File: config.mk
export PLATFORM = sky130hd
export DESIGN_NAME = dp_exec_unit
export DESIGN_NICKNAME = d
export VERILOG_FILES = /design/src/rtl/dpu_pkg.sv /design/src/rtl/dpu_cond_gate.sv /design/src/rtl/dpu_alu.sv /design/src/rtl/dpu_flag_reg.sv /design/src/rtl/dp_exec_unit.sv
export SDC_FILE = /design/constraint.sdc
export NUM_CORES = 1
export LEC_CHECK = 0
export ABC_AREA = 1
export BUFFER_PORTS_ARGS = -buffer_cell sky130_fd_sc_hd__buf_4
export CORE_AREA = 2 2 121 123
export DETAILED_ROUTE_END_ITERATION = 10
export DIE_AREA = 0 0 123 125
export PLACE_DENSITY = 0.76
export SLEW_MARGIN = 10
export SYNTH_ARGS = -nofsm -noshare
export SYNTH_HDL_FRONTEND = slang
export SYNTH_SLANG_ARGS = --single-unit
File: constraint.sdc
create_clock -name clk -period 5.4 [get_ports clk]
set_clock_uncertainty 0.2 [all_clocks]
set_input_delay 0.54 -clock clk [delete_from_list [all_inputs] [get_ports clk]]
set_output_delay 0.54 -clock clk [all_outputs]
set_load 0.05 [all_outputs]
File: src/rtl/dpu_pkg.sv
// Package dpu_pkg
// Shared encodings for the data-processing execute unit. It assumes a
// 32-bit instruction word with the field positions given below.
package dpu_pkg;

    localparam int INSTR_W = 32;

    typedef enum logic [3:0] {
        CMD_AND = 4'h0, CMD_EOR = 4'h1, CMD_SUB = 4'h2, CMD_RSB = 4'h3,
        CMD_ADD = 4'h4, CMD_ADC = 4'h5, CMD_SBC = 4'h6, CMD_RSC = 4'h7,
        CMD_TST = 4'h8, CMD_TEQ = 4'h9, CMD_CMP = 4'hA, CMD_CMN = 4'hB,
        CMD_ORR = 4'hC, CMD_MOV = 4'hD, CMD_BIC = 4'hE, CMD_MVN = 4'hF
    } cmd_e;

    typedef struct packed {
        logic n;
        logic z;
        logic c;
        logic v;
    } nzcv_t;

endpackage

File: src/rtl/dpu_cond_gate.sv
// Module dpu_cond_gate
// Decides whether an instruction may execute under the current flags.
// Codes are grouped in pairs: bits 3:1 pick a base test and bit 0
// inverts it. The last pair is the exception: always / never.
module dpu_cond_gate
    import dpu_pkg::*;
(
    input  logic [3:0] cond_i,
    input  nzcv_t      flags_i,
    output logic       pass_o
);

    logic base;

    // Evaluate the base test for the pair selected by bits 3:1.
    always_comb begin
        case (cond_i[3:1])
            3'd0:    base = flags_i.z;
            3'd1:    base = flags_i.c;
            3'd2:    base = flags_i.n;
            3'd3:    base = flags_i.v;
            3'd4:    base = flags_i.c & ~flags_i.z;
            3'd5:    base = ~(flags_i.n ^ flags_i.v);
            3'd6:    base = ~flags_i.z & ~(flags_i.n ^ flags_i.v);
            default: base = 1'b1;
        endcase
    end

    // Apply the inversion bit; in the last pair the odd code means never.
    always_comb begin
        pass_o = base ^ cond_i[0];
    end

endmodule

File: src/rtl/dpu_alu.sv
// Module dpu_alu
// One shared adder serves all eight arithmetic commands through operand
// swap and inversion. The logical commands take the shifter carry.
// It assumes the operand is already shifted.
module dpu_alu
    import dpu_pkg::*;
#(
    parameter int DATA_W = 32
) (
    input  cmd_e              cmd_i,
    input  logic [DATA_W-1:0] rn_i,
    input  logic [DATA_W-1:0] op2_i,
    input  nzcv_t             flags_i,
    input  logic              sh_carry_i,
    output logic [DATA_W-1:0] res_o,
    output nzcv_t             next_o
);

    localparam int SUM_W = DATA_W + 1;

    logic [DATA_W-1:0] add_a, add_b, logic_res;
    logic              add_ci, is_arith;
    logic [SUM_W-1:0]  sum;

    // Choose adder operands and carry-in for each arithmetic command.
    always_comb begin
        add_a    = rn_i;
        add_b    = op2_i;
        add_ci   = 1'b0;
        is_arith = 1'b1;
        case (cmd_i)
            CMD_SUB, CMD_CMP: begin add_b = ~op2_i; add_ci = 1'b1; end
            CMD_RSB:          begin add_a = op2_i; add_b = ~rn_i; add_ci = 1'b1; end
            CMD_ADD, CMD_CMN: add_ci = 1'b0;
            CMD_ADC:          add_ci = flags_i.c;
            CMD_SBC:          begin add_b = ~op2_i; add_ci = flags_i.c; end
            CMD_RSC:          begin add_a = op2_i; add_b = ~rn_i; add_ci = flags_i.c; end
            default:          is_arith = 1'b0;
        endcase
    end

    // Single carry-propagate adder shared by all arithmetic commands.
    always_comb begin
        sum = {1'b0, add_a} + {1'b0, add_b} + {{DATA_W{1'b0}}, add_ci};
    end

    // Bitwise and move results.
    always_comb begin
        case (cmd_i)
            CMD_AND, CMD_TST: logic_res = rn_i & op2_i;
            CMD_EOR, CMD_TEQ: logic_res = rn_i ^ op2_i;
            CMD_ORR:          logic_res = rn_i | op2_i;
            CMD_MOV:          logic_res = op2_i;
            CMD_BIC:          logic_res = rn_i & ~op2_i;
            default:          logic_res = ~op2_i;
        endcase
    end

    // Merge the result and form candidate flags.
    always_comb begin
        res_o  = is_arith ? sum[DATA_W-1:0] : logic_res;
        next_o.n = res_o[DATA_W-1];
        next_o.z = (res_o == '0);
        next_o.c = is_arith ? sum[DATA_W] : sh_carry_i;
        next_o.v = is_arith ? ((add_a[DATA_W-1] == add_b[DATA_W-1]) &&
                               (sum[DATA_W-1] != add_a[DATA_W-1]))
                            : flags_i.v;
    end

endmodule

File: src/rtl/dpu_flag_reg.sv
// Module dpu_flag_reg
// Holds the four condition flags. It assumes a synchronous active-low
// reset and an update strobe that is valid at the rising edge.
module dpu_flag_reg
    import dpu_pkg::*;
(
    input  logic  clk,
    input  logic  rst_n,
    input  logic  upd_i,
    input  nzcv_t next_i,
    output nzcv_t flags_o
);

    // Clear on reset, otherwise load when an update is requested.
    always_ff @(posedge clk) begin
        if (!rst_n)
            flags_o <= '0;
        else if (upd_i)
            flags_o <= next_i;
    end

endmodule

File: src/rtl/dp_exec_unit.sv
// Module dp_exec_unit
// Executes one data-processing word per cycle. Result and write strobe
// are combinational; flags update at the next edge when S is set. It
// assumes operand 2 and the shifter carry come ready from outside.
module dp_exec_unit
    import dpu_pkg::*;
#(
    parameter int DATA_W = 32
) (
    input  logic              clk,
    input  logic              rst_n,
    input  logic [31:0]       instr_i,
    input  logic [DATA_W-1:0] rn_val_i,
    input  logic [DATA_W-1:0] op2_val_i,
    input  logic              shift_carry_i,
    output logic [DATA_W-1:0] res_o,
    output logic [3:0]        rd_o,
    output logic              rd_we_o,
    output logic [3:0]        flags_o
);

    logic [3:0] cond_f;
    logic [1:0] class_f;
    cmd_e       cmd_f;
    logic       s_f, pass, is_dp, is_test, upd;
    nzcv_t      flags_q, flags_nxt;

    // Split the instruction word into fields.
    always_comb begin
        cond_f  = instr_i[31:28];
        class_f = instr_i[27:26];
        cmd_f   = cmd_e'(instr_i[24:21]);
        s_f     = instr_i[20];
        rd_o    = instr_i[15:12];
    end

    dpu_cond_gate i_cond (
        .cond_i  (cond_f),
        .flags_i (flags_q),
        .pass_o  (pass)
    );

    dpu_alu #(.DATA_W(DATA_W)) i_alu (
        .cmd_i      (cmd_f),
        .rn_i       (rn_val_i),
        .op2_i      (op2_val_i),
        .flags_i    (flags_q),
        .sh_carry_i (shift_carry_i),
        .res_o      (res_o),
        .next_o     (flags_nxt)
    );

    // Gate the write and flag update on class, condition and command.
    always_comb begin
        is_dp   = (class_f == 2'b00);
        is_test = (cmd_f[3:2] == 2'b10);
        rd_we_o = is_dp && pass && !is_test;
        upd     = is_dp && pass && s_f;
    end

    dpu_flag_reg i_flags (
        .clk     (clk),
        .rst_n   (rst_n),
        .upd_i   (upd),
        .next_i  (flags_nxt),
        .flags_o (flags_q)
    );

    // Expose the packed flags.
    always_comb flags_o = flags_q;

endmodule

---- Word-level counts from Yosys, hierarchy flattened ----
Index checks and enable logic that the tools add are counted.
storage, ports and cells
  flip-flop bits (word level) ............. 4
  logic and storage cells ................. 66
operators by class
  add/subtract/negate cells ............... 2
  equality and inequality tests ........... 23
  muxes and demuxes ....................... 8
  bitwise operators ....................... 12
  reductions and logical operators ........ 17
operators with widths
  operator                                        number
  one-hot mux 32 bit (5 select lines)             1
  bitwise AND 32 bit                              2
  2-to-1 mux 32 bit                               2
  NOT 32 bit                                      2
  one-hot mux 32 bit (2 select lines)             1
  adder 32 x 32 -> 33 bit                         1
  adder 33 x 1 -> 33 bit                          1
  logical NOT 32 bit                              1
  OR 32 bit                                       1
  XOR 32 bit                                      1
  == test 4 bit (second input constant)           7
  == test 4 x 3 -> 1 bit (second input constant)  4
  == test 3 bit (second input constant)           3
  OR reduction 3 bit                              3
  == test 4 x 2 -> 1 bit (second input constant)  2
  OR reduction 8 bit                              1
  one-hot mux 1 bit (7 select lines)              1
  == test 3 x 2 -> 1 bit (second input constant)  2
  OR reduction 2 bit                              3
  == test 4 x 1 -> 1 bit (second input constant)  1
  logical AND 1 bit                               4
  logical NOT 4 bit                               1
  == test 3 x 1 -> 1 bit (second input constant)  1
  logical NOT 3 bit                               1
  other kinds (11)                                15

---- Depth between registers and ports, before layout ----
Gate-level depths: netlist (run 1).
  depth after elaboration ................. 8
  gate-level depth with buffers ........... 29

---- Hierarchy ----
Synthesis (run 1) repeated with hierarchy kept, for this count alone.
second synthesis, totals
  cell total of the unflattened synthesis .. 1228
  area total of the unflattened synthesis .. 6077.1 um^2
modules (own cells, without submodules)
  module         instances  cells each  area each (um^2)  sequential area each (um^2)
  dpu_alu        1          1162        5728.0            0.0
  dpu_flag_reg   1          25          166.4             80.1
  dpu_cond_gate  1          30          126.4             0.0
  dp_exec_unit   1          11          56.3              0.0

---- Worst setup path after synthesis (run 1) ----
OpenSTA, ideal clock, no wires.
  kind .................................... input to output
  from .................................... input port instr_i[21]
  to ...................................... output port res_o[20]
  data arrival time ....................... 3.982 ns
  data required time ...................... 4.660 ns
  slack ................................... 0.678 ns
  stages on the path ...................... 21
  path buffers ............................ 4
  cells stage by stage .................... buf_2 nand2_1 clkbuf_1 nor2_1 buf_2 inv_1 buf_1 nand3_1 o21ai_0 fa_1 inv_1 fa_1 nand2_1 a21oi_1 nand3_1 nand3_1 nand2_1 nand2_1 nand2_1 inv_1 o21ai_1
between the ends
  word-level cells in the longest chain between the ends .. 6
  elaborated cells between the ends (all ways) .. 30
  classes of those cells .................. add/sub (2); eq/ne (14); mux (6); reduce/logical (8)
RTL lines
  what                                                                             RTL line            text
  start, declared                                                                  dp_exec_unit.sv:12  input logic [31:0] instr_i,
  == test 4 x 2 -> 1 bit, or another cell as far along                             dpu_alu.sv:31       case (cmd_i)
  OR reduction 3 bit (no line) / OR reduction 2 bit (equally long branches)        n/a
  one-hot mux 32 bit (2 select lines) / 2-to-1 mux 32 bit (equally long branches)  dpu_alu.sv:31
  adder 32 x 32 -> 33 bit                                                          dpu_alu.sv:44       sum = {1'b0, add_a} + {1'b0, add_b} + {{DATA_W{1'b0}}, add_ci};
  adder 33 x 1 -> 33 bit                                                           dpu_alu.sv:44
  2-to-1 mux 32 bit *                                                              dpu_alu.sv:61       res_o = is_arith ? sum[DATA_W-1:0] : logic_res;
  end, declared                                                                    dp_exec_unit.sv:16  output logic [DATA_W-1:0] res_o,
Mark *: on every way between the ends. The rest lies on a longest branch, timed or not.

---- Final worst setup path (run 1) ----
  from .................................... input port instr_i[21]
  to ...................................... output port res_o[18]
The elaborated chain is that of the path after synthesis.

==> flow_summary.ini, run 1 <==
[setup_path]
path_buf_inv = 5
crit_arrival_ns = 3.89
most_frequent_cp_cell = nand2_1
startpoint = instr_i[21]
setup.worst_path.start_class = primary input
critical_path.reg2reg.endpoint = i_flags.flags_o[2]
cp_cell_sequence = buf_4, nand2_1, nor2_4, nor2_1, inv_1, buf_4, o221ai_1, fa_1, nand2_1, nand2_1, nand3_1, nand2_1, nand2_1, nand2_1, nand2_1, inv_1, o21ai_0, nand3_1, nand2_1, buf_4
worst_setup_path_endpoint = res_o[18]
crit_reg_reg_startpoint = i_flags.flags_o[1]
reg2reg_depth = 20
critical_path.max_fanout = 29
largest_delay_share_family_worst_path = simple AND/OR/NAND/NOR gates
cp-end-kind = output pin
path_class = in -> out
critPathMaxStageDelay_ns = 0.48
worst_ep_required_time_ns = 4.66
cp_num_cells = 20
reg2reg_slack_ns = 1.76
crit_slowest_cell = nor2_4

[timing]
grt_setup_unrepaired = false
finalSetupViolations = 0
tns_ns = 0
max_clock_freq_mhz = 216
final-max-slew-violation-count = 0
layout_min_cycle_time_ns = 4.63
max-slew-margin-rel = 0.368
timing_hold_violations_final = 0
actual_transition_at_the_worst_max_transition_pin_ns = 0.945
final_worst_path_cycle_share = 0.857

[global_route]
grt_util_all_layers = 0.297
grt_antenna_before_repair = 0
overflow = 0
number_of_global_route_vias_before_repair = 7641
grt_first_pass_wirelength_mm = 37.3
grt_max_degree = 39

[finish]
largest_register = i_flags.flags_o
antennaDiodeCount = 0
final_core_utilization = 0.508
drive_gt1_frac = 0.113
layout.nets = 1519
max_ffs_per_register = 4
layout-area-overhead-vs-synth_pct = 17.0
largestRegisters = i_flags.flags_o x4

[power_and_ir_drop]
fin_total_pwr_mw = 1.26
power.internal_mw = 0.477
combPwrFrac = 0.883
clock_power_share = 0.092
worst_ir_drop_vdd_mv = 0.0965
p_switching_mw = 0.788
power.density_nw_per_um2 = 175
seq_power_share = 0.025
power_leakage_nw = 4.23
swShare = 0.623

[synthesis]
synthArstFlopShare = 0
netlist_instances = 1266
synth_largest_area_cell = nand2_1
postSynthAreaPerCell_um2 = 4.87
netlist.area_leader.share = 0.296
synth_top_cells_by_area = nand2_1, inv_1, ha_1
synth-edff-count = 0
synth-seq-cells = 4
synth-main-ff-cell = dfxtp_1
synth.cell_area_um2 = 6160
synthDistinctLibCells = 39
post-synth-top-count-cell = nand2_1
synth_seq_area_share = 0.0130
synth_fp_nets = 1430
synth_warn = 0
post_synth_most_frequent_cells = nand2_1, inv_1, nor2_1, o21ai_0, nand3_1

[clock_network]
cts_root_buffer = clkbuf_16
cts_max_path_buffers = 2
post_cts_resize_count = 0
post-cts-setup-buffers = 0
cts-buffers-inserted = 3
numClockSinks = 4
cts-htree-levels = 1
worst_setup_hold_path_clk_slew_ns = 0.03
cts_tree = done
post_cts_hold_buffer_count = 0
clock_latency_ns = 0.23

[floorplanning]
fp.dieArea_um2 = 15400
die_h_um = 125
die_width_um = 123
initial_core_util = 0.434
design.core.area_um2 = 14200
row_count = 44
io_pins = 140

[run_status]
outcome = finished, final reports clean

[placement]
final_wtd_congestion = 1.02
place.detailed.hpwl_mm = 17.9
io_buffers = 114

[worst_hold_path]
worst_hold_class = reg -> reg

[routing]
detailroute.via_count = 8448
drc = 0
initialDrtViolationCount = 995
final_antenna_net_count = 0
routed_wirelength_mm = 23.1
drt_first_pass_iters = 5
post_drt_wl_per_cell_um = 15.1
vias_per_cell = 5.50

[run]
drv.max_cap_violation_count = 0
## power groups by stage
stage               Sequential (mW)  Combinational [mW]  Clock, mW
finish                       0.0319                1.12      0.116
global route                 0.0319                1.23      0.121
CTS                          0.0319                1.10      0.117
detailed placement           0.0322                1.10          0
global placement             0.0323                1.09          0
floorplan                    0.0353               0.772          0
## area by class of cell
cell class                      instances  area [um^2]
Clock buffer                            3         75.1
Fill cell                            1553         6990
Inverter                              225          845
Multi-Input combinational cell        994         5030
Sequential cell                         4         80.1
Tap cell                              184          230
Timing Repair Buffer                  127          953
## tightest hold or removal path: cells and delay by family, from the launching register on
| kind | cells | cell delay, ns |
|---|---|---|
| AO/OA/AOI/OAI | 1 | 0.05 |
| flip-flops | 1 | 0.31 |
| AND/OR/NAND/NOR | 1 | 0.07 |
## routing by layer
layer  global-route usage  wire (um)  vias to the layer above
met3               0.0287       2250                       49
met4               0.0822        642                        0
met5                    0          0                        -
li1                     -          -                     4222
met1                0.407       9890                     3744
met2                0.491      10400                      433
## worst min-delay path by stage
| stage | startpoint | end | depth (start not counted) |
|---|---|---|---|
| floorplan | rst_n | i_flags.flags_o[2] | 2 |
| detailed placement | i_flags.flags_o[2] | i_flags.flags_o[2] | 2 |
| global route | i_flags.flags_o[2] | i_flags.flags_o[2] | 2 |
| global placement | i_flags.flags_o[2] | i_flags.flags_o[2] | 2 |
| finish | i_flags.flags_o[2] | i_flags.flags_o[2] | 2 |
| CTS | i_flags.flags_o[2] | i_flags.flags_o[2] | 2 |
## through the flow
step / instance area (um^2) / worst slack [ns] / hold WS, ns / cells
2_1_floorplan: 6160 / 0.678 / 0.472 / 1266
3_3_place_gp: 7130 / 0.932 / 0.271 / 1534
3_5_place_dp: 7130 / 0.889 / 0.278 / 1534
4_1_cts: 7210 / 0.883 / 0.283 / 1537
5_1_grt: 7210 / 0.430 / 0.301 / 1537
6_report: 7210 / 0.774 / 0.286 / 1537
## layout by cell type (no fill, tap or decap), types with 4 or more instances in the layout
cell       count
or2_2          6
inv_1        220
o22ai_1        6
nand3b_1       9
o221ai_1      32
nand3_1       71
o31ai_1        5
ha_1          63
inv_2          5
nor2_1       114
nand4_1       31
nand2_2        5
nand2_1      486
o21ai_0       73
dfxtp_1        4
o2111ai_1      4
a21oi_1       54
buf_4        127
o21ai_1        7
## cells by family after synthesis
family / after synthesis / synth area share
AO/OA/AOI/OAI: 193 / 0.187
XOR/XNOR: 3 / 0.00427
adder cells (fa/ha/maj): 65 / 0.134
buffers and inverters: 268 / 0.173
flip-flops: 4 / 0.0130
AND/OR/NAND/NOR: 733 / 0.488
Power figures use the tool's default switching activity.
==> run 2: changes to the inputs <==
PLACE_DENSITY = 0.67   (was 0.76)
==> flow_summary.ini, run 2 (synthesized netlist as in run 1, its figures left out) <==
[clock_network]
cts-htree-levels = 1
post_cts_resize_count = 0
post_cts_hold_buffer_count = 0
cts_root_buffer = clkbuf_16
cts_tree = done
cts-buffers-inserted = 3
post-cts-setup-buffers = 0
worst_setup_hold_path_clk_slew_ns = 0.03
cts_max_path_buffers = 2
numClockSinks = 4
clock_latency_ns = 0.23

[finish]
fill_cells = 1622
largest_register = i_flags.flags_o
multiInputGateArea_um2 = 5030
antennaDiodeCount = 0
final_core_utilization = 0.508
commonest_non_fill_non_tap_cell_in_the_layout = nand2_1
ff_latch_area_um2 = 80.1
layout.nets = 1518
layout-area-overhead-vs-synth_pct = 17.1
drive_gt1_frac = 0.112
largestRegisters = i_flags.flags_o x4
layout.cells.most_common_list = nand2_1, inv_1, buf_4
max_ffs_per_register = 4

[placement]
placement.setup.worst_slack_ns = 0.975
final_wtd_congestion = 1.03
place.detailed.hpwl_mm = 18.0
io_buffers = 114

[routing]
detailroute.via_count = 8330
vias_per_cell = 5.42
drc = 0
initialDrtViolationCount = 880
drt_first_pass_iters = 5
post_drt_wl_per_cell_um = 15.1
routed_wirelength_mm = 23.2
final_antenna_net_count = 0

[timing]
timing_hold_violations_final = 0
layout_min_cycle_time_ns = 4.56
max-slew-margin-rel = 0.292
final_worst_path_cycle_share = 0.845
max_clock_freq_mhz = 219
worst_hold_slack_ns = 0.285
grt_setup_unrepaired = false
actual_transition_at_the_worst_max_transition_pin_ns = 1.06
finalSetupViolations = 0
layout_setup_ws_ns = 0.837
final-max-slew-violation-count = 0
tns_ns = 0

[floorplanning]
design.core.area_um2 = 14200
die_width_um = 123
initial_core_util = 0.434
fp.dieArea_um2 = 15400
io_pins = 140
die_h_um = 125
row_count = 44

[setup_path]
cp_cell_sequence = buf_4, nand2_2, inv_2, nor2_2, nor2_1, inv_1, buf_4, o221ai_1, ha_1, a21o_1, a21oi_1, nand2_1, a21oi_1, nand2_1, nand2_1, nand3_1, nand2_1, buf_4
crit_arrival_ns = 3.82
reg2reg_depth = 22
most_frequent_cp_cell = nand2_1
cp-end-kind = output pin
worst_ep_required_time_ns = 4.66
cp_num_cells = 18
path_buf_inv = 5
path_class = in -> out
largest_delay_share_family_worst_path = buffers and inverters
critical_path.max_fanout = 18
crit_slowest_cell = inv_1
critPathMaxStageDelay_ns = 0.41
setup.worst_path.start_class = primary input

[worst_hold_path]
timing.hold.worst_path_depth = 2
worst_hold_class = reg -> reg

[global_route]
grt_antenna_before_repair = 0
overflow = 0
grt_max_degree = 43
grt_util_all_layers = 0.296
grt_first_pass_wirelength_mm = 36.7
number_of_global_route_vias_before_repair = 7370

[power_and_ir_drop]
worst_ir_drop_vdd_mv = 0.101
power.density_nw_per_um2 = 176
power_leakage_nw = 4.23

[run_status]
outcome = finished, final reports clean

[run]
drv.max_cap_violation_count = 0
==> run 2: changes by cell type in the layout (fill, tap and decap cells not counted) <==
cell,before,now
buf_4,127,125
buf_12,0,1
==> run 2: report_power, final <==
part	total [mW]	internal [mW]	leakage [nW]	switching (mW)
clock	0.119	0.0949	0.0370	0.0238
combinational	1.12	0.352	4.17	0.765
sequential	0.0319	0.0307	0.0324	0.00116
total	1.27	0.477	4.23	0.790
==> run 2: cell type report <==
class	instances	share of cell area
flip-flops and latches	4	0.0111
well taps	184	0.0319
repair buffers	126	0.133
clock buffers	3	0.0104
inverters	225	0.117
multi-input cells	994	0.697
==> run 2: path summary, 6_finish.rpt <==
check,slack (ns),endpoint,from
min,0.28,i_flags.flags_o[2],i_flags.flags_o[2]
min reg2reg,0.28,i_flags.flags_o[2],i_flags.flags_o[2]
max,0.84,res_o[30],instr_i[24]
max reg2reg,1.84,i_flags.flags_o[2],i_flags.flags_o[1]
==> run 2: worst min-delay path, cell delays in order (launching register included) <==
cell and delay [ns]:
dfxtp_1 0.31, nand2_1 0.07, a21oi_1 0.05
==> run 2: per-layer routing <==
layer	track usage	share of wire	vias to the layer above	wire (um)
met3	0.0260	0.080	54	1870
met2	0.461	0.42	348	9830
li1	-	-	4228	-
met1	0.428	0.46	3700	10800
met4	0.0916	0.033	0	767
met5	0	0	-	0
==> run 2: metrics by stage <==
stage | instance area (um^2) | power (mW) | std cells
floorplan | 6160 | 0.807 | 1266
global placement | 7140 | 1.12 | 1533
detailed placement | 7140 | 1.13 | 1533
CTS | 7210 | 1.25 | 1536
global route | 7210 | 1.38 | 1536
finish | 7210 | 1.27 | 1536
